[src/rtl/gpio_bank_pkg.sv]
package gpio_bank_pkg;
  localparam logic [7:0] OFS_DATA  = 8'h00;
  localparam logic [7:0] OFS_AMSK  = 8'h04;
  localparam logic [7:0] OFS_DIR   = 8'h08;
  localparam logic [7:0] OFS_SENSE = 8'h0C;
  localparam logic [7:0] OFS_BOTH  = 8'h10;
  localparam logic [7:0] OFS_POL   = 8'h14;
  localparam logic [7:0] OFS_IEN   = 8'h18;
  localparam logic [7:0] OFS_RAW   = 8'h1C;
  localparam logic [7:0] OFS_MSTAT = 8'h20;
  localparam logic [7:0] OFS_ACK   = 8'h24;
  localparam logic [7:0] OFS_INEN  = 8'h28;
endpackage

[src/rtl/gpio_pin_detect.sv]
module gpio_pin_detect #(
  parameter int unsigned SYNC_STAGES = 2
) (
  input  logic clk_i,
  input  logic rst_ni,
  input  logic pin_i,
  input  logic inen_i,
  input  logic sense_i,
  input  logic both_i,
  input  logic pol_i,
  input  logic clr_i,
  output logic samp_o,
  output logic raw_o
);
  logic [SYNC_STAGES-1:0] sync_q;
  logic prev_q, edge_q, rise, fall, hit;

  always_ff @(posedge clk_i or negedge rst_ni) begin
    if (!rst_ni) sync_q <= '0;
    else         sync_q <= {sync_q[SYNC_STAGES-2:0], pin_i};
  end

  assign samp_o = sync_q[SYNC_STAGES-1] & inen_i;
  assign rise   = samp_o & ~prev_q;
  assign fall   = ~samp_o & prev_q;
  // disabled input never sets status, including the drop it causes
  assign hit    = inen_i & ~sense_i & (both_i ? (rise | fall) : (pol_i ? rise : fall));

  always_ff @(posedge clk_i or negedge rst_ni) begin
    if (!rst_ni) begin
      prev_q <= 1'b0;
      edge_q <= 1'b0;
    end else begin
      prev_q <= samp_o;
      if (hit)        edge_q <= 1'b1;
      else if (clr_i) edge_q <= 1'b0;
    end
  end

  assign raw_o = sense_i ? ~(samp_o ^ pol_i) : edge_q;

  AST_EDGE_NEEDS_INEN: assert property (@(posedge clk_i) disable iff (!rst_ni)
    $rose(edge_q) |-> ($past(inen_i) && !$past(sense_i)));
  AST_ACK_CLEARS: assert property (@(posedge clk_i) disable iff (!rst_ni)
    (clr_i && !inen_i) |=> !edge_q);
endmodule

[src/rtl/gpio_bank_regs.sv]
module gpio_bank_regs
  import gpio_bank_pkg::*;
#(
  parameter int unsigned N_PINS = 16,
  parameter int unsigned DW     = 32,
  parameter int unsigned AW     = 8
) (
  input  logic              clk_i,
  input  logic              rst_ni,
  input  logic              req_i,
  input  logic              we_i,
  input  logic [AW-1:0]     addr_i,
  input  logic [DW-1:0]     wdata_i,
  output logic [DW-1:0]     rdata_o,
  input  logic [N_PINS-1:0] samp_i,
  input  logic [N_PINS-1:0] raw_i,
  output logic [N_PINS-1:0] out_o,
  output logic [N_PINS-1:0] dir_o,
  output logic [N_PINS-1:0] sense_o,
  output logic [N_PINS-1:0] both_o,
  output logic [N_PINS-1:0] pol_o,
  output logic [N_PINS-1:0] ien_o,
  output logic [N_PINS-1:0] inen_o,
  output logic [N_PINS-1:0] clr_o
);
  logic [N_PINS-1:0] out_q, amsk_q, dir_q, sense_q, both_q, pol_q, ien_q, inen_q;
  logic [N_PINS-1:0] wv, rd_val;
  logic [DW-1:0]     rd_d;
  logic              wr, rd;

  assign wr = req_i & we_i;
  assign rd = req_i & ~we_i;
  assign wv = wdata_i[N_PINS-1:0];

  function automatic logic hit_ofs(input logic [AW-1:0] a, input logic [7:0] o);
    return a == AW'(o);
  endfunction

  always_ff @(posedge clk_i or negedge rst_ni) begin
    if (!rst_ni) begin
      out_q <= '0; amsk_q <= '0; dir_q <= '0; sense_q <= '0;
      both_q <= '0; pol_q <= '0; ien_q <= '0; inen_q <= '0;
    end else if (wr) begin
      if (hit_ofs(addr_i, OFS_DATA))  out_q   <= (out_q & ~amsk_q) | (wv & amsk_q);
      if (hit_ofs(addr_i, OFS_AMSK))  amsk_q  <= wv;
      if (hit_ofs(addr_i, OFS_DIR))   dir_q   <= wv;
      if (hit_ofs(addr_i, OFS_SENSE)) sense_q <= wv;
      if (hit_ofs(addr_i, OFS_BOTH))  both_q  <= wv;
      if (hit_ofs(addr_i, OFS_POL))   pol_q   <= wv;
      if (hit_ofs(addr_i, OFS_IEN))   ien_q   <= wv;
      if (hit_ofs(addr_i, OFS_INEN))  inen_q  <= wv;
    end
  end

  assign clr_o = (wr && hit_ofs(addr_i, OFS_ACK)) ? wv : '0;

  always_comb begin
    rd_val = '0;
    if      (hit_ofs(addr_i, OFS_DATA))  rd_val = amsk_q & ((dir_q & out_q) | (~dir_q & samp_i));
    else if (hit_ofs(addr_i, OFS_AMSK))  rd_val = amsk_q;
    else if (hit_ofs(addr_i, OFS_DIR))   rd_val = dir_q;
    else if (hit_ofs(addr_i, OFS_SENSE)) rd_val = sense_q;
    else if (hit_ofs(addr_i, OFS_BOTH))  rd_val = both_q;
    else if (hit_ofs(addr_i, OFS_POL))   rd_val = pol_q;
    else if (hit_ofs(addr_i, OFS_IEN))   rd_val = ien_q;
    else if (hit_ofs(addr_i, OFS_RAW))   rd_val = raw_i;
    else if (hit_ofs(addr_i, OFS_MSTAT)) rd_val = raw_i & ien_q;
    else if (hit_ofs(addr_i, OFS_INEN))  rd_val = inen_q;
    rd_d = '0;
    rd_d[N_PINS-1:0] = rd_val;
  end

  always_ff @(posedge clk_i or negedge rst_ni) begin
    if (!rst_ni) rdata_o <= '0;
    else if (rd) rdata_o <= rd_d;
  end

  assign out_o   = out_q;
  assign dir_o   = dir_q;
  assign sense_o = sense_q;
  assign both_o  = both_q;
  assign pol_o   = pol_q;
  assign ien_o   = ien_q;
  assign inen_o  = inen_q;

  AST_UPPER_ZERO: assert property (@(posedge clk_i) disable iff (!rst_ni)
    rdata_o[DW-1:N_PINS] == '0);
  AST_MASKED_WRITE: assert property (@(posedge clk_i) disable iff (!rst_ni)
    (wr && hit_ofs(addr_i, OFS_DATA)) |=> ((out_q ^ $past(out_q)) & ~$past(amsk_q)) == '0);
  AST_DIR_WRITE: assert property (@(posedge clk_i) disable iff (!rst_ni)
    (wr && hit_ofs(addr_i, OFS_DIR)) |=> dir_o == $past(wv));
  AST_ACK_READS_ZERO: assert property (@(posedge clk_i) disable iff (!rst_ni)
    (rd && hit_ofs(addr_i, OFS_ACK)) |=> rdata_o == '0);
endmodule

[src/rtl/gpio_bank_ctrl.sv]
module gpio_bank_ctrl #(
  parameter int unsigned N_PINS      = 16,
  parameter int unsigned DW          = 32,
  parameter int unsigned AW          = 8,
  parameter int unsigned SYNC_STAGES = 2
) (
  input  logic              clk_i,
  input  logic              rst_ni,
  input  logic              req_i,
  input  logic              we_i,
  input  logic [AW-1:0]     addr_i,
  input  logic [DW-1:0]     wdata_i,
  output logic [DW-1:0]     rdata_o,
  input  logic [N_PINS-1:0] pin_i,
  output logic [N_PINS-1:0] pin_o,
  output logic [N_PINS-1:0] pin_oe_o,
  output logic              irq_o
);
  logic [N_PINS-1:0] samp, raw, out_v, dir_v, sense_v, both_v, pol_v, ien_v, inen_v, clr_v;

  gpio_bank_regs #(.N_PINS(N_PINS), .DW(DW), .AW(AW)) u_regs (
    .clk_i, .rst_ni, .req_i, .we_i, .addr_i, .wdata_i, .rdata_o,
    .samp_i(samp), .raw_i(raw), .out_o(out_v), .dir_o(dir_v),
    .sense_o(sense_v), .both_o(both_v), .pol_o(pol_v), .ien_o(ien_v),
    .inen_o(inen_v), .clr_o(clr_v)
  );

  for (genvar g = 0; g < N_PINS; g++) begin : g_pin
    gpio_pin_detect #(.SYNC_STAGES(SYNC_STAGES)) u_det (
      .clk_i, .rst_ni, .pin_i(pin_i[g]), .inen_i(inen_v[g]),
      .sense_i(sense_v[g]), .both_i(both_v[g]), .pol_i(pol_v[g]),
      .clr_i(clr_v[g]), .samp_o(samp[g]), .raw_o(raw[g])
    );
  end

  assign pin_o    = out_v;
  assign pin_oe_o = dir_v;
  assign irq_o    = |(raw & ien_v);

  AST_IRQ_NEEDS_ENABLE: assert property (@(posedge clk_i) disable iff (!rst_ni)
    (ien_v == '0) |-> !irq_o);
  AST_IRQ_NEEDS_RAW: assert property (@(posedge clk_i) disable iff (!rst_ni)
    (raw == '0) |-> !irq_o);
endmodule

[config.mk]
export PLATFORM = sky130hd
export DESIGN_NAME = gpio_bank_ctrl
export DESIGN_NICKNAME = d
export VERILOG_FILES = /design/src/rtl/gpio_bank_pkg.sv /design/src/rtl/gpio_pin_detect.sv /design/src/rtl/gpio_bank_regs.sv /design/src/rtl/gpio_bank_ctrl.sv
export SDC_FILE = /design/constraint.sdc
export NUM_CORES = 1
export LEC_CHECK = 0
export BUFFER_PORTS_ARGS = -buffer_cell sky130_fd_sc_hd__buf_4
export CORE_UTILIZATION = 40
export DETAILED_ROUTE_END_ITERATION = 8
export PLACE_DENSITY = 0.63
export SYNTH_ARGS = -nofsm -noshare
export SYNTH_HDL_FRONTEND = slang
export SYNTH_SLANG_ARGS = --single-unit
[constraint.sdc]
create_clock -name clk_i -period 2.5 [get_ports clk_i]
set_input_delay 0.25 -clock clk_i [delete_from_list [all_inputs] [get_ports clk_i]]
set_output_delay 0.25 -clock clk_i [all_outputs]
set_load 0.05 [all_outputs]
==> impl_metrics.tcl <==
set metrics [dict create \
    synth-seq-cells 208 \
    clkLatencyLatePin_ns 0.53 \
    die_area_sq_mm 0.0279 \
    critPathArrivalTime_ns 2.61 \
    synth_adder_area_share_pct 3.68 \
    ant_nets 0 \
    synth_area_leader_cell "dfrtp_1" \
    area_growth_pct 24.9 \
    dr.pass1.iters 7 \
    netlist_area_sq_mm 0.0109 \
    skew_ns 0.0185 \
    grt_pass1_vias 8598 \
    drt_iter0_drc 794 \
    worst_pin_slew_ns 0.915 \
    clockRootBuffer "clkbuf_16" \
    drc_errors 0 \
    synth_top_family_by_area "compound AO/OA/AOI/OAI gates" \
    synth_async_sr_flop_share_pct 100 \
    cts_buffers 24 \
    yosys-top-cells-area "dfrtp_1 (48%), mux2_2 (8.3%), nand2_1 (4.1%)" \
    io_buffers 92 \
    place_inst 1496 \
    overflow 0 \
    crit_fanout 3 \
    coreArea_sq_mm 0.0268 \
    hold_path.class "input pin to flip-flop" \
    timing.final.crit_share_pct 114 \
    setup_viol 1 \
    die_w_um 167 \
    p_leak_nw 6.38 \
    gp_congestion 0.893 \
    clock.fmax_mhz 350 \
    finalMaxSlewViolations 0 \
    end_kind "primary output" \
    r2r_slack_ns 0.67 \
    synth_simple_gate_area_share_pct 13.1 \
    top_layer "met4" \
    clock-sinks 208 \
    worst-setup-path-type "flip-flop to primary output" \
    synth_mux_area_share_pct 11.5 \
    relSlewSlack_pct 39.0 \
    top_register "g_pin.u_det.sync_q" \
    final_nets 1297 \
    synth_compound_area_share_pct 18.3 \
    io_pins 125 \
    hold_end "u_regs.sense_o[11]" \
    synth_top_area_share_pct 47.8 \
    grt_max_degree 69 \
    wl_um 31800 \
    peakVddDrop_mv 0.571 \
    rsz0062_at_grt "yes" \
    synth-xor-area-share_pct 0.241 \
    finalHoldViolations 0 \
    pwr_density_cell_mw_per_mm2 577 \
    cts_htree_levels 1 \
    die-height_um 167 \
    setup_ws_ns -0.355 \
    route.met2.wl_um 14400 \
    placementRows 60 \
    r2r-end "u_regs.rdata_o[14]" \
    cts_max_path_buffers 3 \
    synth-edff-count 0 \
    initial_core_util_pct 40.6 \
    max_cap_violations 0 \
    synth_flop_cell "dfrtp_1" \
    largest_reg_flops 32 \
    routed-via-count 8884 \
    synth_common_cells "dfrtp_1 (208), nand2_1 (120), mux2_2 (80), inv_1 (62), a21oi_1 (49)" \
    fin_crit_ns 2.86 \
    cp.required_ns 2.25 \
    drive_gt1_share_pct 28.4 \
    r2r_start "u_regs.inen_o[14]" \
    grt_util_all_layers_pct 23.0 \
    synth.most_common_cell "dfrtp_1" \
    synth_cell_types 69 \
    cp_slowest_cell "or4_1" \
    min_from "wdata_i[11]" \
    pre_cts_ws_ns -0.0671 \
    vias_per_cell 5.68 \
    wl_per_cell_um 20.3 \
    cts_tree "yes" \
    critPathMaxStageDelay_ns 0.52 \
    antenna_found_initial 1 \
    dp_hpwl_um 22200 \
    path_cells "a21bo_1 -> a31oi_4 -> o22ai_2 -> or4_1 -> or4_4 -> buf_8" \
    wl_met3_um 2040 \
    wl_met1_um 14300 \
    grt_pass1_wl_um 49900 \
    syn_inst 1021 \
    cts.reportedPaths.clkPinSlew_ns 0.06 \
    worstRegToRegCells 6 \
    synth.yosys.seq_area_share_pct 47.8 \
    yosys_warnings 0 \
    avgSynthCellArea_sq_um 10.7 \
    holdPathStages 3 \
    failed_checks "negative setup slack" \
    fin_cells 1564 \
    critPathLaunchType "flip-flop" \
    outcome "finished, violations left" \
]
## cell type report
type                            count  area [sq um]
Antenna cell                        1          2.50
Clock buffer                       33           684
Clock inverter                     10          88.8
Fill cell                        2387         13200
Inverter                           62           233
Multi-Input combinational cell    703          5260
Sequential cell                   208          5200
Tap cell                          341           427
Timing Repair Buffer              206          1690
## critical path: cells and delay by family (launching register included)
kind	cells	cell delay, ns
compound gates	3	0.53
buf+inv	1	0.17
flops	1	0.39
simple gates	2	0.98
## report_power, final
part,switching [mW],internal [mW],leakage (nW),total [mW]
registers,0.0970,3.48,2.67,3.57
logic,0.528,0.303,3.33,0.831
clock network,1.42,2.02,0.385,3.44
## worst max-delay path by stage
stage	slack [ns]	to	from	depth (start not counted)
floorplan	0.09	irq_o	u_regs.inen_o[2]	5
global placement	-0.08	irq_o	g_pin[10].u_det.sync_q[1]	6
detailed placement	-0.07	irq_o	g_pin[10].u_det.sync_q[1]	6
CTS	-0.37	irq_o	u_regs.pol_o[10]	6
global route	-0.40	irq_o	g_pin[10].u_det.sync_q[1]	6
finish	-0.36	irq_o	g_pin[10].u_det.sync_q[1]	6
## cell usage in the layout, fill, tap and decap left out, types with 15 or more instances in the layout
cell type / n
conb_1: 16
a211oi_1: 26
dfrtp_1: 208
nand3b_1: 15
nor2_1: 23
a21oi_1: 49
mux2_2: 80
mux2_1: 20
dlygate4sd3_1: 22
o21ai_0: 48
ha_1: 32
nor2b_1: 35
clkbuf_16: 24
nand2_1: 120
a32o_1: 16
inv_1: 62
buf_4: 176
## repair_timing
item	CTS	global route
endpoints found under the setup margin	1	1
gates resized for setup	12	1
cloned	0	0
hold buffers	22	0
pin swaps	4	2
buffers inserted	1	1
endpoints found under the hold margin	86	0
## cells by family after synthesis
group | after synthesis
AOI/OAI and AO/OA | 282
other | 1
DFF | 208
buffers and inverters | 125
xor gates and xnor gates | 3
muxes | 112
adders and majority gates | 32
and+or+nand+nor | 258
## per-layer routing
layer	track usage [%]	vias up
met5	0	-
met4	8.57	0
met3	3.49	66
met2	35.9	327
met1	32.1	4429
li1	-	4062
## per-stage QoR
step / total power [mW] / instance area [sq um] / setup TNS, ns / util, % / hold WS [ns]
4_1_cts: 7.90 / 13600 / -0.375 / 50.6 / 0.00100
3_5_place_dp: 4.42 / 12500 / -0.0671 / 46.6 / 0.266
3_3_place_gp: 4.41 / 12500 / -0.0757 / 46.6 / 0.265
2_1_floorplan: 4.05 / 10900 / 0 / - / -0.0456
5_1_grt: 8.11 / 13600 / -0.403 / 50.7 / 0.0219
6_report: 7.84 / 13600 / -0.355 / 50.7 / 0.0194
(Power assumes the default switching activity.)
